===== config.mk =====
export PLATFORM = sky130hd
export DESIGN_NAME = status_frame_tx
export DESIGN_NICKNAME = d
export VERILOG_FILES = /design/src/rtl/sfx_pkg.sv /design/src/rtl/sfx_di_mask.sv /design/src/rtl/sfx_frame_pack.sv /design/src/rtl/sfx_slot_ctrl.sv /design/src/rtl/status_frame_tx.sv
export SDC_FILE = /design/constraint.sdc
export NUM_CORES = 1
export LEC_CHECK = 0
export CORE_UTILIZATION = 25
export DETAILED_ROUTE_END_ITERATION = 16
export PLACE_DENSITY = 0.57
export SLEW_MARGIN = 10
export SYNTH_ARGS = -nofsm -noshare
export SYNTH_HDL_FRONTEND = slang
export SYNTH_SLANG_ARGS = --single-unit

===== constraint.sdc =====
create_clock -name clk -period 1.9 [get_ports clk]
set_input_delay 0.38 -clock clk [delete_from_list [all_inputs] [get_ports clk]]
set_output_delay 0.38 -clock clk [all_outputs]
set_load 0.02 [all_outputs]

===== src/rtl/sfx_pkg.sv =====
package sfx_pkg;
    parameter int SAMPLE_W = 16;
    parameter int CODE_W   = 4;
    parameter int DI_N     = 4;
    parameter int STAT_W   = 8;
    parameter int FRAME_W  = 64;

    localparam int IDX_W     = $clog2(FRAME_W);
    localparam int LEFT_LO   = FRAME_W - SAMPLE_W;
    localparam int CLIPR_POS = LEFT_LO - STAT_W;
    localparam int CLIPL_POS = CLIPR_POS + 1;
    localparam int VALID_POS = CLIPR_POS + 2;
    localparam int ERR_HI    = CLIPR_POS - 1;
    localparam int ERR_LO    = ERR_HI - CODE_W + 1;
    localparam int VER_HI    = ERR_LO - 1;
    localparam int VER_LO    = VER_HI - CODE_W + 1;
    localparam int RIGHT_HI  = VER_LO - 1;
    localparam int RIGHT_LO  = RIGHT_HI - SAMPLE_W + 1;

    localparam logic [CODE_W-1:0] ERR_NONE   = 'd0;
    localparam logic [CODE_W-1:0] ERR_CTRL   = 'd1;
    localparam logic [CODE_W-1:0] ERR_SYNC   = 'd2;
    localparam logic [CODE_W-1:0] ERR_CLK    = 'd3;
    localparam logic [CODE_W-1:0] VER_RESET  = 'd1;

    typedef enum logic [1:0] {
        MODE_1 = 2'd0,
        MODE_2 = 2'd1,
        MODE_3 = 2'd2,
        MODE_4 = 2'd3
    } mode_t;

    typedef struct packed {
        logic [SAMPLE_W-1:0] left;
        logic [SAMPLE_W-1:0] right;
        logic                valid;
        logic                clip_l;
        logic                clip_r;
        logic [CODE_W-1:0]   err;
        logic [CODE_W-1:0]   ver;
        logic [DI_N-1:0]     di;
    } fields_t;

    function automatic logic is_mute_code(input logic [CODE_W-1:0] code);
        return (code == ERR_SYNC) || (code == ERR_CLK);
    endfunction
endpackage


===== src/rtl/sfx_di_mask.sv =====
module sfx_di_mask
    import sfx_pkg::*;
#(
    parameter int N = DI_N
) (
    input  mode_t          mode,
    input  logic [N-1:0]   di,
    output logic [N-1:0]   di_vis
);
    logic [N-1:0] keep;

    always_comb begin
        keep = '1;
        for (int k = 0; k < N; k++) begin
            unique case (mode)
                MODE_3:  keep[k] = (k < 2);
                MODE_4:  keep[k] = (k < 1);
                default: keep[k] = 1'b1;
            endcase
        end
    end

    for (genvar i = 0; i < N; i++) begin : g_bit
        assign di_vis[i] = di[i] & keep[i];
    end
endmodule


===== src/rtl/sfx_frame_pack.sv =====
module sfx_frame_pack
    import sfx_pkg::*;
(
    input  fields_t              fld,
    input  mode_t                mode,
    output logic [FRAME_W-1:0]   word
);
    logic [DI_N-1:0] di_vis;
    logic [DI_N-1:0] di_slots;

    sfx_di_mask #(.N(DI_N)) u_mask (
        .mode   (mode),
        .di     (fld.di),
        .di_vis (di_vis)
    );

    // first pin goes to the earliest of the trailing slots
    for (genvar i = 0; i < DI_N; i++) begin : g_order
        assign di_slots[DI_N-1-i] = di_vis[i];
    end

    always_comb begin
        word                       = '0;
        word[FRAME_W-1:LEFT_LO]    = fld.left;
        word[VALID_POS]            = fld.valid;
        word[CLIPL_POS]            = fld.clip_l;
        word[CLIPR_POS]            = fld.clip_r;
        word[ERR_HI:ERR_LO]        = fld.err;
        word[VER_HI:VER_LO]        = fld.ver;
        word[RIGHT_HI:RIGHT_LO]    = fld.right;
        word[DI_N-1:0]             = di_slots;
    end
endmodule


===== src/rtl/sfx_slot_ctrl.sv =====
module sfx_slot_ctrl
    import sfx_pkg::*;
(
    input  logic              clk,
    input  logic              rst_n,
    input  logic              load,
    input  logic              step,
    output logic [IDX_W-1:0]  idx,
    output logic              active
);
    typedef struct packed {
        logic [IDX_W-1:0] idx;
        logic             active;
    } ctl_t;

    localparam logic [IDX_W-1:0] LAST = IDX_W'(FRAME_W - 1);

    ctl_t ctl_d, ctl_q;

    always_comb begin
        ctl_d = ctl_q;
        if (load) begin
            ctl_d.idx    = '0;
            ctl_d.active = 1'b1;
        end else if (step && ctl_q.active) begin
            if (ctl_q.idx == LAST) begin
                ctl_d.idx    = '0;
                ctl_d.active = 1'b0;
            end else begin
                ctl_d.idx = ctl_q.idx + 1'b1;
            end
        end
    end

    always_ff @(posedge clk or negedge rst_n) begin
        if (!rst_n) begin
            ctl_q <= '0;
        end else begin
            ctl_q <= ctl_d;
        end
    end

    assign idx    = ctl_q.idx;
    assign active = ctl_q.active;
endmodule


===== src/rtl/status_frame_tx.sv =====
module status_frame_tx
    import sfx_pkg::*;
(
    input  logic                 clk,
    input  logic                 rst_n,
    input  logic                 frame_sync,
    input  logic                 bit_en,
    input  logic [15:0]          left_sample,
    input  logic [15:0]          right_sample,
    input  logic                 adc_valid,
    input  logic                 clip_left,
    input  logic                 clip_right,
    input  logic [3:0]           err_code,
    input  logic [3:0]           ver_code,
    input  logic [3:0]           dig_in,
    input  logic [1:0]           ser_mode,
    output logic                 sdout,
    output logic                 frame_active,
    output logic                 snap_valid,
    output logic [63:0]          frame_word,
    output logic                 mute_req
);
    typedef struct packed {
        fields_t fld;
        mode_t   mode;
        logic    snap;
    } cap_t;

    localparam fields_t FLD_RST = '{
        left:   '0,
        right:  '0,
        valid:  1'b0,
        clip_l: 1'b0,
        clip_r: 1'b0,
        err:    ERR_NONE,
        ver:    VER_RESET,
        di:     '0
    };

    cap_t             cap_d, cap_q;
    fields_t          fld_in;
    logic [IDX_W-1:0] idx;
    logic [IDX_W-1:0] sel;
    logic             active;
    logic [FRAME_W-1:0] word;

    always_comb begin
        fld_in.left   = left_sample;
        fld_in.right  = right_sample;
        fld_in.valid  = adc_valid;
        fld_in.clip_l = clip_left;
        fld_in.clip_r = clip_right;
        fld_in.err    = err_code;
        fld_in.ver    = ver_code;
        fld_in.di     = dig_in;
    end

    always_comb begin
        cap_d      = cap_q;
        cap_d.snap = frame_sync;
        if (frame_sync) begin
            cap_d.fld  = fld_in;
            cap_d.mode = mode_t'(ser_mode);
        end
    end

    always_ff @(posedge clk or negedge rst_n) begin
        if (!rst_n) begin
            cap_q.fld  <= FLD_RST;
            cap_q.mode <= MODE_1;
            cap_q.snap <= 1'b0;
        end else begin
            cap_q <= cap_d;
        end
    end

    sfx_frame_pack u_pack (
        .fld  (cap_q.fld),
        .mode (cap_q.mode),
        .word (word)
    );

    sfx_slot_ctrl u_ctrl (
        .clk    (clk),
        .rst_n  (rst_n),
        .load   (frame_sync),
        .step   (bit_en),
        .idx    (idx),
        .active (active)
    );

    assign sel          = IDX_W'(FRAME_W - 1) - idx;
    assign sdout        = active & word[sel];
    assign frame_active = active;
    assign snap_valid   = cap_q.snap;
    assign frame_word   = word;
    assign mute_req     = is_mute_code(cap_q.fld.err);
endmodule


After elaboration in Yosys (flattened, before gate mapping)
Index checks and enable logic that the tools add are counted.
{"block": "word_totals", "reg_bits": 57, "input_bits": 53}
{"block": "classes", "n_addsub": 2, "magnitude_cmp": 1, "eq_ne": 5, "n_mux": 8, "n_bitwise": 4, "reduce_logical": 6}
{"cell": "7-bit 2-to-1 mux", "count": 2}
{"cell": "4-bit by 2-bit == test with 1-bit output (second input constant)", "count": 2}
{"cell": "6-bit by 7-bit < comparator with 1-bit output (second input constant)", "count": 1}
{"cell": "6-bit by 1-bit adder with 6-bit output (second input constant)", "count": 1}
{"cell": "1-bit binary-select mux with 6-bit select", "count": 1}
{"cell": "6-bit == test (second input constant)", "count": 1}
{"cell": "6-bit 2-to-1 mux", "count": 1}
{"cell": "6-bit subtractor (first input constant)", "count": 1}
{"cell": "1-bit AND", "count": 4}
{"cell": "2-bit == test (second input constant)", "count": 2}
{"cell": "1-bit 2-to-1 mux", "count": 4}
{"cell": "2-bit nonzero test", "count": 2}
{"cell": "2-bit AND reduction", "count": 1}
{"cell": "2-bit OR reduction", "count": 1}
{"cell": "1-bit logical AND", "count": 1}
{"cell": "1-bit logical OR", "count": 1}

Depth between registers and ports, before layout
{"block": "depth", "ltp_word": 7, "depth_mapped": 7, "mapped_depth_nobuf": 5}

Modules after synthesis
From an unflattened synthesis, not the netlist that was laid out.
{"block": "unflattened", "cells_unflattened": 244, "hier_area_um2": 3224.3}
{"module": "status_frame_tx", "instances": 1, "cells_per_inst": 142, "area_per_inst_um2": 2388.5}
{"module": "sfx_frame_pack", "instances": 1, "cells_per_inst": 61, "area_per_inst_um2": 454.2}
{"module": "sfx_slot_ctrl", "instances": 1, "cells_per_inst": 37, "area_per_inst_um2": 350.3}
{"module": "sfx_di_mask", "instances": 1, "cells_per_inst": 4, "area_per_inst_um2": 31.3}

Least setup slack after synthesis
Ideal clock, no wire load.
{"block": "synth_path", "path_type": "reg2out", "start": "reg, netlist name cap_q[2]", "end": "out sdout", "arrival_ns": 1.778, "t_required_ns": 1.520, "setup_slack_ns": -0.258, "stages_incl_launch_ff": 6, "n_path_buf": 0, "path_cell_list": "dfrtp_1 -> a21boi_0 -> mux2_2 -> o211ai_1 -> a21bo_2 -> a22oi_2"}
{"block": "synth_between", "word_cells_on_any_way": 11}
{"item": "2-bit == test", "line_no": "sfx_di_mask.sv:15", "rtl": "unique case (mode)"}
{"item": "1-bit 2-to-1 mux", "line_no": "sfx_di_mask.sv:15"}
{"item": "1-bit AND", "line_no": "sfx_di_mask.sv:24", "rtl": "assign di_vis[i] = di[i] & keep[i];"}
{"item": "net frame_word[2]", "line_no": "status_frame_tx.sv:20", "rtl": "output logic [63:0] frame_word,"}
{"item": "1-bit binary-select mux with 6-bit select", "line_no": "status_frame_tx.sv:93", "rtl": "assign sdout = active & word[sel];"}
{"item": "1-bit 2-to-1 mux (implied by the code)", "line_no": "status_frame_tx.sv:93"}
{"item": "1-bit AND", "line_no": "status_frame_tx.sv:93"}
{"item": "end, declared", "line_no": "status_frame_tx.sv:17", "rtl": "output logic sdout,"}
The timed path passes the listed nets, and every way through them passes these cells. The select of a mux whose other input is x is not followed.

Worst setup path in the final report
{"block": "layout_path", "start": "reg u_ctrl.ctl_q, in the netlist u_ctrl.idx[1]", "end": "out sdout"}
{"block": "layout_between", "elab_chain_cells": 4}
{"item": "start, declared", "line_no": "sfx_slot_ctrl.sv:18", "rtl": "ctl_t ctl_d, ctl_q;"}
{"item": "start signal, assigned", "line_no": "sfx_slot_ctrl.sv:39", "rtl": "ctl_q <= ctl_d;"}
{"item": "6-bit subtractor", "line_no": "status_frame_tx.sv:92", "rtl": "assign sel = IDX_W'(FRAME_W - 1) - idx;"}
{"item": "1-bit binary-select mux with 6-bit select", "line_no": "status_frame_tx.sv:93"}
{"item": "1-bit 2-to-1 mux (implied by the code)", "line_no": "status_frame_tx.sv:93"}
{"item": "1-bit AND", "line_no": "status_frame_tx.sv:93"}
No other way between the ends. The select of a mux whose other input is x is not followed.

==> results.yml <==
min_path:
  worstHoldPathType: "in2async"
final_layout:
  stdcell_count: 546
  nets: 428
  syn2layout_area_growth_pct: 50.5
  num_antenna_cells: 0
  fin_area_mm2: 0.00470
  drive_gt1_frac: 0.397
  final_util: 0.388
  fillers: 1175
logic_synthesis:
  muxShareOfSynthArea: 0.267
  synth_top_family_by_area: "multiplexers"
  avgSynthCellArea_um2: 12.5
  ys_types: 38
  ys_ff_latch: 57
  synth_compound_area_frac: 0.0468
  synth_cells: 250
  synthSimpleGateAreaFrac: 0.0496
  yosys_warnings: 0
  synth_area_mm2: 0.00313
  synth-seq-area-share: 0.457
  synth_adder_area_share: 0.00400
  synth_edf_count: 0
  ys_async_sr_fraction: 1.00
  synth_xor_area_frac: 0.00560
  synth_ff_type: "dfrtp_1"
worst_setup_path:
  critical_path_required_ps: 1520
  slowest_delay_ps: 540
  path_buf_inv: 1
  cp.arrival_ps: 1950
  r2r_slack_ps: 370
  reg2reg_from: "u_ctrl.idx[1]"
  crit_path_top_delay_cell: "mux4_2"
  critPathLaunchType: "flip-flop"
  reg2regPathDepth: 5
  cp_max_fo: 6
  path_cells: "mux4_2, nor3b_2, a21oi_1, a31oi_2, a22oi_2, buf_6"
  regToRegEndpoint: "u_ctrl.idx[4]"
  end_kind: "output pin"
  crit_type: "reg2out"
  cp_top_family: "multiplexers"
route:
  final_antenna_net_count: 0
  drc: 0
  first_pass_iters: 4
  wl_per_cell_um: 13.6
  detail_route.vias_per_cell: 4.08
  via_count: 2227
  routed_wl_mm: 7.45
  drtIter0Drc: 45
die:
  rows: 40
  die-area_mm2: 0.0130
  ios: 121
  coreArea_mm2: 0.0121
  chipWidth_um: 114
  die_y_um: 114
  initial_core_util: 0.258
clock_tree:
  cts_hold_buf: 0
  cts_root_buffer: "clkbuf_16"
  cts_inserted_buffers: 9
  clk_pin_slew_ps: 50
  post_cts_buffers: 0
  cts.path.max_buffers: 2
  htreeDepth: 3
  clock_latency_ps: 320
  cts_tree: "done"
  cts.sinks: 57
flow_run:
  maxCapViolCount: 0
sta:
  min_period_over_period: 1.23
  final.setup.worst_slack_ps: -434
  finalSetupViolCount: 1
  post-route-min-period_ps: 2330
  hold_viol: 0
  max_freq_mhz: 429
  drv_slew: 0
  rsz0062_at_grt: "yes"
  fin_tns_setup_ps: -434
  timing.hold.ws_ps: 52.6
  clock-skew-final_ps: 3.32
global_routing:
  grt-ovfl-total: 0
  grt_start_max_net_pins: 58
  grt_usage: 0.124
  grt_pass1_wl_mm: 12.1
  antenna_found_initial: 0
  grt_pass1_vias: 2397
placement:
  portBuffers: 103
  hpwlAfterDp_mm: 5.47
  place_congestion: 0.768
  dpl_cell_area_mm2: 0.00442
  placed_cells: 531
  place_ws_ps: -604
power:
  pwr-share-clk: 0.398
  intPower_mw: 2.99
  power.net_switching_mw: 1.03
  p_leak_nw: 1.98
  finalPower_mw: 4.01
  combPwrFrac: 0.252
  sw_frac_of_total: 0.256
  p_seq_frac: 0.350
  powerDensity_mw_per_mm2: 853
  irDropWorstVdd_v: 0.000291
outcome:
  violations: "setup timing"
  status: "finished, violations left"
[routing by layer]
layer,part of all wire,track usage
met1,0.45,0.154
met2,0.47,0.193
met3,0.065,0.0515
met4,0.017,0.0407
met5,0,0
[cell families (layout without fill, tap and decap cells)]
logic type,count (synthesis),count (layout)
simple gates,30,30
mux,64,64
buf+inv,74,186
flops,57,57
other cells,1,17
fa+ha+maj,1,1
xor+xnor,2,2
compound gates,21,21
[cell type report]
| cell class | instances | area, µm² | area share |
|---|---|---|---|
| Timing Repair Buffer | 169 | 1540 | 0.327 |
| Sequential cell | 57 | 1430 | 0.304 |
| Clock buffer | 12 | 256 | 0.0545 |
| Tap cell | 168 | 210 | 0.0447 |
| Inverter | 2 | 7.51 | 0.00160 |
| Multi-Input combinational cell | 135 | 1220 | 0.260 |
| Clock inverter | 3 | 40.0 | 0.00851 |
[worst max-delay path by stage]
stage	end	from	depth (start not counted)	slack, ps
global route	sdout	u_ctrl.idx[1]	6	-540
floorplan	sdout	u_ctrl.idx[1]	6	60
detailed placement	sdout	u_ctrl.idx[1]	6	-600
global placement	sdout	u_ctrl.idx[1]	6	-560
CTS	sdout	u_ctrl.idx[1]	6	-450
finish	sdout	u_ctrl.idx[1]	6	-430
[timing repair]
item,CTS,global route
setup endpoints to repair,6,1
cloned,0,0
gates resized for setup,16,0
pin swaps,3,3
[Yosys cell counts (3+ instances only)]
cell	instances	area share
nand2_1	6	0.0072
mux2i_1	3	0.0096
mux4_1	4	0.034
buf_2	7	0.011
dfrtp_1	56	0.45
mux4_2	5	0.036
mux2_2	52	0.19
buf_4	61	0.15
nand3_1	7	0.011
a21oi_1	6	0.0096
nor2_1	7	0.0084
[cells in the final DEF, fill, tap and decap left out, types with 3 or more instances in the layout]
master and count:
nand2_1 6, mux4_2 8, dfrtp_1 55, clkdlybuf4s50_1 95, clkbuf_16 9, dlygate4sd2_1 5, a21oi_1 6, mux2i_1 3
conb_1 17, buf_4 63, nor2_1 7, mux2_2 52, nand3_1 7
[state kept, by name, indices dropped and copies added (netlist names)]
signal	flops
u_ctrl.active	1
cap_q	49
u_ctrl.idx	6
snap_valid	1
[worst register-to-register path, cell delays in order (launching register included)]
cell and delay (ps):
dfrtp_2 460, buf_4 170, ha_1 190, nand3_1 150
or3_1 340, a21oi_1 140
[power groups by stage]
stage | combinational [mW] | clock [mW] | sequential (mW)
2_1_floorplan | 0.604 | 0 | 1.41
3_3_place_gp | 1.01 | 0 | 1.43
3_5_place_dp | 1.02 | 0 | 1.42
4_1_cts | 1.03 | 1.65 | 1.41
5_1_grt | 1.08 | 1.71 | 1.42
6_report | 1.01 | 1.60 | 1.40
Note: power is estimated with default switching activity, not from simulation.
